$ cat config.mk
export PLATFORM = sky130hd
export DESIGN_NAME = baud_gen_top
export DESIGN_NICKNAME = d
export VERILOG_FILES = /design/src/rtl/baud_gen_pkg.sv /design/src/rtl/baud_step_gen.sv /design/src/rtl/baud_reload_ctr.sv /design/src/rtl/baud_start_detect.sv /design/src/rtl/baud_gen_top.sv
export SDC_FILE = /design/constraint.sdc
export NUM_CORES = 1
export LEC_CHECK = 0
export ABC_AREA = 1
export BUFFER_PORTS_ARGS = -buffer_cell sky130_fd_sc_hd__buf_4
export CAP_MARGIN = 20
export CORE_ASPECT_RATIO = 0.5
export CORE_MARGIN = 3
export CORE_UTILIZATION = 45
export DETAILED_ROUTE_END_ITERATION = 12
export PLACE_DENSITY = 0.64
export SLEW_MARGIN = 10
export SYNTH_ARGS = -nofsm -noshare
export SYNTH_HDL_FRONTEND = slang
export SYNTH_HIERARCHICAL = 1
export SYNTH_SLANG_ARGS = --single-unit
$ cat constraint.sdc
create_clock -name clk -period 7.5 [get_ports clk]
set_clock_uncertainty 0.1 [all_clocks]
set_input_delay 1.5 -clock clk [delete_from_list [all_inputs] [get_ports clk]]
set_output_delay 1.5 -clock clk [all_outputs]
set_load 0.02 [all_outputs]
$ cat src/rtl/baud_gen_pkg.sv
package baud_gen_pkg;
  localparam int CNT_W    = 8;
  localparam int PRE_A    = 4;
  localparam int PRE_B    = 12;
  localparam int PRE_C    = 48;   // must be a multiple of PRE_A and PRE_B
  localparam int EXT_DIV  = 8;
  localparam int SYNC_LEN = 2;

  typedef enum logic [2:0] {
    SRC_SYS   = 3'd0,
    SRC_DIV_A = 3'd1,
    SRC_DIV_B = 3'd2,
    SRC_DIV_C = 3'd3,
    SRC_EXT8  = 3'd4,
    SRC_EXTIN = 3'd5
  } step_src_e;

  // true on the last count of a divide-by-div window inside a shared modulo counter
  function automatic logic div_hit(input int unsigned cnt, input int unsigned div);
    return (cnt % div) == (div - 1);
  endfunction

  // steps between two bit ticks for a given reload value
  function automatic int unsigned steps_per_bit(input logic [CNT_W-1:0] rld);
    return 2 * ((1 << CNT_W) - int'(rld));
  endfunction
endpackage

$ cat src/rtl/baud_step_gen.sv
module baud_step_gen
  import baud_gen_pkg::*;
(
  input  logic       clk,
  input  logic       rst_n,
  input  logic       run,
  input  logic [2:0] src_sel,
  input  logic       ext_clk_pulse,
  input  logic       ext_in_pulse,
  output logic       step_o
);
  localparam int DW = $clog2(PRE_C);
  localparam int EW = $clog2(EXT_DIV);

  logic [DW-1:0] div_q;
  logic [EW-1:0] ext_q;

  always_ff @(posedge clk or negedge rst_n) begin
    if (!rst_n) begin
      div_q <= '0;
      ext_q <= '0;
    end else if (!run) begin
      div_q <= '0;
      ext_q <= '0;
    end else begin
      div_q <= (int'(div_q) == PRE_C - 1) ? '0 : div_q + 1'b1;
      if (ext_clk_pulse) ext_q <= ext_q + 1'b1;
    end
  end

  logic raw_step;
  always_comb begin
    case (src_sel)
      SRC_SYS:   raw_step = 1'b1;
      SRC_DIV_A: raw_step = div_hit(int'(div_q), PRE_A);
      SRC_DIV_B: raw_step = div_hit(int'(div_q), PRE_B);
      SRC_DIV_C: raw_step = div_hit(int'(div_q), PRE_C);
      SRC_EXT8:  raw_step = ext_clk_pulse && (int'(ext_q) == EXT_DIV - 1);
      SRC_EXTIN: raw_step = ext_in_pulse;
      default:   raw_step = 1'b0;
    endcase
  end

  assign step_o = run && raw_step;
endmodule

$ cat src/rtl/baud_reload_ctr.sv
module baud_reload_ctr
  import baud_gen_pkg::*;
(
  input  logic             clk,
  input  logic             rst_n,
  input  logic             run,
  input  logic             step,
  input  logic             force_load,
  input  logic [CNT_W-1:0] reload,
  output logic [CNT_W-1:0] cnt_o,
  output logic             ovf_o,
  output logic             tick_o
);
  logic [CNT_W-1:0] cnt_q;
  logic             half_q;
  logic             tick_q;

  assign ovf_o = run && !force_load && step && (cnt_q == '1);

  always_ff @(posedge clk or negedge rst_n) begin
    if (!rst_n) begin
      cnt_q  <= '0;
      half_q <= 1'b0;
      tick_q <= 1'b0;
    end else begin
      tick_q <= 1'b0;
      if (!run || force_load) begin
        cnt_q  <= reload;
        half_q <= 1'b0;
      end else if (step) begin
        if (cnt_q == '1) begin
          cnt_q  <= reload;
          half_q <= ~half_q;
          tick_q <= half_q;
        end else begin
          cnt_q <= cnt_q + 1'b1;
        end
      end
    end
  end

  assign cnt_o  = cnt_q;
  assign tick_o = tick_q;
endmodule

$ cat src/rtl/baud_start_detect.sv
module baud_start_detect
  import baud_gen_pkg::*;
(
  input  logic clk,
  input  logic rst_n,
  input  logic run,
  input  logic rx_pin,
  input  logic rx_busy,
  output logic start_o
);
  logic [SYNC_LEN-1:0] sync_q;
  logic                last_q;

  always_ff @(posedge clk or negedge rst_n) begin
    if (!rst_n) begin
      sync_q <= '1;
      last_q <= 1'b1;
    end else begin
      sync_q <= {sync_q[SYNC_LEN-2:0], rx_pin};
      last_q <= sync_q[SYNC_LEN-1];
    end
  end

  assign start_o = run && !rx_busy && last_q && !sync_q[SYNC_LEN-1];
endmodule

$ cat src/rtl/baud_gen_top.sv
module baud_gen_top
  import baud_gen_pkg::*;
(
  input  logic       clk,
  input  logic       rst_n,
  input  logic       tmr_en,
  input  logic [2:0] src_sel,
  input  logic [7:0] reload_val,
  input  logic       ext_clk_pulse,
  input  logic       ext_in_pulse,
  input  logic       rx_pin,
  input  logic       rx_busy,
  output logic       tx_tick,
  output logic       rx_tick
);
  logic             step;
  logic             rx_force;
  logic [CNT_W-1:0] tx_cnt;
  logic [CNT_W-1:0] rx_cnt;
  logic             tx_ovf;
  logic             rx_ovf;

  baud_step_gen u_step (
    .clk(clk), .rst_n(rst_n), .run(tmr_en), .src_sel(src_sel),
    .ext_clk_pulse(ext_clk_pulse), .ext_in_pulse(ext_in_pulse), .step_o(step)
  );

  baud_start_detect u_start (
    .clk(clk), .rst_n(rst_n), .run(tmr_en), .rx_pin(rx_pin),
    .rx_busy(rx_busy), .start_o(rx_force)
  );

  baud_reload_ctr u_tx_ctr (
    .clk(clk), .rst_n(rst_n), .run(tmr_en), .step(step), .force_load(1'b0),
    .reload(reload_val), .cnt_o(tx_cnt), .ovf_o(tx_ovf), .tick_o(tx_tick)
  );

  baud_reload_ctr u_rx_ctr (
    .clk(clk), .rst_n(rst_n), .run(tmr_en), .step(step), .force_load(rx_force),
    .reload(reload_val), .cnt_o(rx_cnt), .ovf_o(rx_ovf), .tick_o(rx_tick)
  );
endmodule

### After elaboration in Yosys (flattened, before gate mapping)

Index checks and enable logic that the tools add are counted.

| storage, ports and cells | value |
|---|---|
| word-level logic and storage cells | 70 |
| register bits | 32 |
| output and inout port bits | 2 |
| input port bits | 18 |

| operators by class | value |
|---|---|
| div/mod/pow operators | 2 |
| $add $sub $neg | 4 |
| bitwise logic cells | 2 |
| mux-type cells | 23 |
| equal/unequal tests | 15 |
| reductions and logical operators | 14 |

Operators by type and width:

| operator | number |
|---|---|
| $mux W8 | 6 |
| $eq A32 B4 Y1 const B | 1 |
| $eq A32 B6 Y1 const B | 1 |
| $mod A6 B4 Y32 const B | 1 |
| $mod A6 B6 Y32 const B | 1 |
| $add A8 B1 Y8 const B | 2 |
| $eq A8 B8 Y1 const B | 2 |
| $mux W1 | 12 |
| $mux W6 | 2 |
| $add A6 B1 Y6 const B | 1 |
| $eq A3 B1 Y1 const B | 2 |
| $eq A3 B2 Y1 const B | 2 |
| $eq A3 B3 Y1 const B | 2 |
| $eq A6 B6 Y1 const B | 1 |
| $mux W3 | 2 |
| $ne A2 B1 Y1 const B | 3 |
| $pmux W1 S6 | 1 |
| $logic_and A1 B1 Y1 | 5 |
| $reduce_and A2 Y1 | 2 |
| $reduce_bool A2 Y1 | 2 |
| $add A3 B1 Y3 const B | 1 |
| $logic_not A1 Y1 | 3 |
| $logic_not A3 Y1 | 1 |
| $eq A2 B2 Y1 const B | 1 |
| other kinds (2) | 3 |

### Depth between registers and ports, before layout

| depth | value |
|---|---|
| depth after elaboration | 7 |
| gate-level depth with buffers | 20 |
| depth with buffers taken out | 20 |

### By module

Netlist, hierarchy kept.

By module, submodules not included:

| module | sequential area each (µm²) | times used | area each (µm²) | cells each |
|---|---|---|---|---|
| baud_reload_ctr | 250.2 | 2 | 732.0 | 101 |
| baud_step_gen | 225.2 | 1 | 834.6 | 116 |
| baud_start_detect | 78.8 | 1 | 100.1 | 8 |
| baud_gen_top | 0.0 | 1 | 3.8 | 1 |

### Least setup slack after synthesis

OpenSTA, ideal clock, no wires.

| timing | value |
|---|---|
| kind | input port to flip-flop |
| from | in ext_clk_pulse |
| to | reg u_rx_ctr.half_q |
| arrival time | 2.978 ns |
| required time | 7.283 ns |
| stages | 11 |
| setup slack | 4.305 ns |
| buffers on the path | 0 |
| library setup time | 0.117 ns |
| path through | nand2_1 nand2_1 a21oi_1 a2111oi_0 nor2_1 nor2_1 nor2_8 inv_6 nand3_1 o21ai_1 inv_1 |

| on the way | value |
|---|---|
| longest elaborated chain between the ends | 5 |

Ends and longest elaborated chain:

| what | RTL line | text |
|---|---|---|
| start: declaration | baud_gen_top.sv:9 | `input logic ext_clk_pulse,` |
| $logic_and A1 B1 Y1 | baud_step_gen.sv:38 | `SRC_EXT8: raw_step = ext_clk_pulse && (int'(ext_q) == EXT_DIV - 1);` |
| $pmux W1 S6 | baud_step_gen.sv:33 | `case (src_sel)` |
| $logic_and A1 B1 Y1 | baud_step_gen.sv:44 | `assign step_o = run && raw_step;` |
| net step | baud_gen_top.sv:16 | `logic step;` |
| $reduce_bool A2 Y1 (no source line) | n/a |  |
| $reduce_and A2 Y1 (no source line) | n/a |  |
| end signal: assignment | baud_reload_ctr.sv:33 | `half_q <= ~half_q;` |
| end: declaration | baud_reload_ctr.sv:15 | `logic half_q;` |

The timed path passes the listed nets, and every way through them passes these cells.
A chain may end at the register's enable or synchronous reset.

### Worst setup path in the final report

| timing | value |
|---|---|
| from | in src_sel[1] |
| to | reg u_rx_ctr.half_q |

| on the way | value |
|---|---|
| longest elaborated chain between the ends | 5 |
| elaborated cells on any way between the ends | 10 |
| those cells by class | eq/ne (5); mux (1); reduce/logical (4) |

Ends and longest elaborated chain:

| what | RTL line | text |
|---|---|---|
| start: declaration | baud_gen_top.sv:7 | `input logic [2:0] src_sel,` |
| $eq A3 B3 Y1 (tied with other cells) | baud_step_gen.sv:33 |  |
| $pmux W1 S6 * | baud_step_gen.sv:33 |  |
| $logic_and A1 B1 Y1 * | baud_step_gen.sv:44 |  |
| net step | baud_gen_top.sv:16 |  |
| $reduce_bool A2 Y1 (no source line) * | n/a |  |
| $reduce_and A2 Y1 (no source line) * | n/a |  |

The timed path passes the listed nets; every way through them passes the cells marked *.

==> results.sh <==
export IMPL_outcome="complete, no violations"
export IMPL_postCtsSetupBuffers=0
export IMPL_clk_pin_slew_ns=0.07
export IMPL_synth_xor_xnor_area_share=0.02552
export IMPL_grt_start_max_net_pins=33
export IMPL_drt_first_iter_violations=109
export IMPL_viasPerCell=4.722
export IMPL_setup_viol=0
export IMPL_synth_ff_type="sky130_fd_sc_hd__dfrtp_1"
export IMPL_setup_worst_path_end_class="flip-flop"
export IMPL_design_portCount=20
export IMPL_grt_pass1_wl_um=8521
export IMPL_muxShareOfSynthArea=0
export IMPL_critPathTopFamily="simple AND/OR/NAND/NOR gates"
export IMPL_endpoint_required_time_on_the_critical_path_ns=7.62
export IMPL_min_path_type="flip-flop to flip-flop"
export IMPL_async_reset_ff_frac=1.000
export IMPL_synth_top_cell_area_share=0.3021
export IMPL_finish_net_count=382
export IMPL_tns_ns=0
export IMPL_ctsResizeCount=0
export IMPL_start_kind="input pin"
export IMPL_synth_yosys_warnings=6
export IMPL_max_freq_mhz=300.9
export IMPL_power_density_mw_per_mm2=161.0
export IMPL_gp_congestion=0.8553
export IMPL_critPathBufInv=3
export IMPL_cts_path_max_buffers=2
export IMPL_root_buffer="sky130_fd_sc_hd__clkbuf_8"
export IMPL_dp_hpwl_um=3700
export IMPL_via_count=2002
export IMPL_core_mm2=0.005045
export IMPL_path_cells="buf_4 > inv_1 > a21oi_1 > a2111oi_0 > nor2_1 > nor2_1 > nand2_1 > nor2_1 > o21ai_1 > inv_1"
export IMPL_global_route_usage_total=0.1686
export IMPL_netlist_cell_type_count=33
export IMPL_synth_adder_area_share=0.05729
export IMPL_fin_crit_ns=3.323
export IMPL_grt_setup_unrepaired="false"
export IMPL_layout_cells_most_common="sky130_fd_sc_hd__nand2_1"
export IMPL_worst_skew_pair_late_latency_ns=0.28
export IMPL_hold_viol_final=0
export IMPL_timing_slew_headroom=0.3844
export IMPL_synth_area_per_cell_um2=7.346
export IMPL_clock_tree_htree_level_count=2
export IMPL_netlist_top_cell_by_area="sky130_fd_sc_hd__dfrtp_1"
export IMPL_synth_simple_gate_area_share=0.4167
export IMPL_chipHeight_um=57.67
export IMPL_synthesis_area_mm2=0.002402
export IMPL_ir_drop_mv=0.09139
export IMPL_first_global_vias=1963
export IMPL_finalWirelength_um=4794
export IMPL_synth_seq_area_share=0.3349
export IMPL_cts_tree="yes"
export IMPL_synth_edf_count=0
export IMPL_numCtsBuffers=5
export IMPL_ff_latch_area_um2=804.5
export IMPL_syn_inst=327
export IMPL_criticalPathCategory="input pin to flip-flop"
export IMPL_ys_ff_latch=32
export IMPL_drtAntennaViolNets=0
export IMPL_compound_gate_portion_of_the_synthesized_area=0.06458
export IMPL_clock_sinks=32
export IMPL_port_buffers=19
export IMPL_ys_top_cells_by_area="sky130_fd_sc_hd__dfrtp_1 30%, sky130_fd_sc_hd__nand2_1 15%, sky130_fd_sc_hd__inv_1 8.0%"
export IMPL_cpPeakStageDelay_ns=0.71
export IMPL_die_area_mm2=0.006305
export IMPL_drt_wirelength_per_cell_um=11.31
export IMPL_detail_route_first_pass_iterations=4
export IMPL_layout_core_utilization=0.5397
export IMPL_critical_path_arrival_ns=3.44
export IMPL_power_leakage_uw=0.001451
export IMPL_initial_antenna_violation_count=0
export IMPL_most_common_layout_cells="97 x sky130_fd_sc_hd__nand2_1, 51 x sky130_fd_sc_hd__inv_1, 34 x sky130_fd_sc_hd__nand3_1, 29 x sky130_fd_sc_hd__dfrtp_1, 21 x sky130_fd_sc_hd__nor2_1"
export IMPL_placementRows=18
export IMPL_final_min_period_over_clock_period=0.4431
export IMPL_grt_overflow_total=0
export IMPL_detail_route_drc_violations=0
export IMPL_multi_input_area_mm2=0.001359
export IMPL_drive_gt1_frac=0.1921
export IMPL_most_used_cell_cp="sky130_fd_sc_hd__nor2_1"
export IMPL_dieWidth_um=109.3
export IMPL_nFillCells=498
export IMPL_max_stage_delay_cell_worst_path="sky130_fd_sc_hd__nor2_1"
export IMPL_synth_nets=356
export IMPL_report_final_slew_viol_count=0
export IMPL_worstMarginPinSlew_ns=0.9200
export IMPL_n_antenna_cell=0
export IMPL_synth_top_family_by_area="simple AND/OR/NAND/NOR gates"
export IMPL_crit_fanout=4
export IMPL_cts_hold_buffers_added=0
export IMPL_initial_utilization=0.4762
export IMPL_areaGrowthSynthToFinish_pct=13.33
export IMPL_max_cap_violations=0
## metrics by stage
step	hold slack [ns]	cell area (um^2)	power, uW	std cells	worst slack [ns]
6_report	0.2674	2723	438.3	424	4.177
5_1_grt	0.2714	2723	468.6	424	3.914
4_1_cts	0.2664	2723	445.4	424	4.192
3_5_place_dp	0.2559	2633	304.5	416	3.902
3_3_place_gp	0.2460	2633	303.1	416	3.945
2_1_floorplan	0.2452	2402	275.1	327	4.305
## cells by family after synthesis
family | after synthesis
flip-flops | 32
adder cells (fa/ha/maj) | 11
AND/OR/NAND/NOR | 194
AO/OA/AOI/OAI | 25
buffers and inverters | 57
other | 1
XOR/XNOR | 7
## cells in the mapped netlist, types with 5 or more instances
library cell and instances:
sky130_fd_sc_hd__nor2_4 8, sky130_fd_sc_hd__nor2_1 21, sky130_fd_sc_hd__o21ai_1 5, sky130_fd_sc_hd__o21ai_0 5
sky130_fd_sc_hd__inv_1 51, sky130_fd_sc_hd__nand2_1 97, sky130_fd_sc_hd__dfrtp_1 29, sky130_fd_sc_hd__nand2_2 9
sky130_fd_sc_hd__nand3_1 34, sky130_fd_sc_hd__a21oi_1 5, sky130_fd_sc_hd__ha_1 11
## state kept, by name, summed over array words and instances (netlist names)
register         cells
u_step/ext_q         3
u_rx_ctr/cnt_o       8
u_tx_ctr/half_q      1
u_tx_ctr/cnt_o       8
u_rx_ctr/tick_o      1
u_start/sync_q       2
u_tx_ctr/tick_o      1
u_rx_ctr/half_q      1
u_start/last_q       1
u_step/div_q         6
## final cells by class
type | count | share of cell area
clock buffer | 8 | 0.03309
inverter | 57 | 0.08778
tap | 70 | 0.03217
timing repair buffer | 19 | 0.05239
multi-input combinational | 238 | 0.4991
sequential | 32 | 0.2955
## power breakdown
| part | switching (uW) | internal (uW) | leakage (uW) |
|---|---|---|---|
| Combinational | 54.7 | 38.4 | 0.00101 |
| Sequential | 19.3 | 189 | 0.000399 |
| Clock | 61.8 | 74.8 | 0.0000455 |
| Total | 136 | 302 | 0.00145 |
## path summary, 6_finish.rpt
kind | from | to | slack [ns] | depth (start not counted)
worst max-delay path | src_sel[1] | u_rx_ctr/half_q | 4.18 | 10
worst min-delay path | u_start/sync_q[0] | u_start/sync_q[1] | 0.27 | 0
worst max register to register | u_step/div_q[4] | u_rx_ctr/half_q | 4.25 | 18
worst min register to register | u_start/sync_q[0] | u_start/sync_q[1] | 0.27 | 0
max in group asynchronous | rst_n | u_start/sync_q[0] | 5.90 | 1
min in group asynchronous | rst_n | u_step/div_q[5] | 1.06 | 1
## layer usage
layer	routed length, um	GRT usage	vias to the layer above
met4	19	0.03197	0
met1	2364	0.2181	907
met3	183	0.04338	2
met2	2227	0.2905	23
met5	0	0	-
li1	-	-	1070
(Power assumes the default switching activity.)
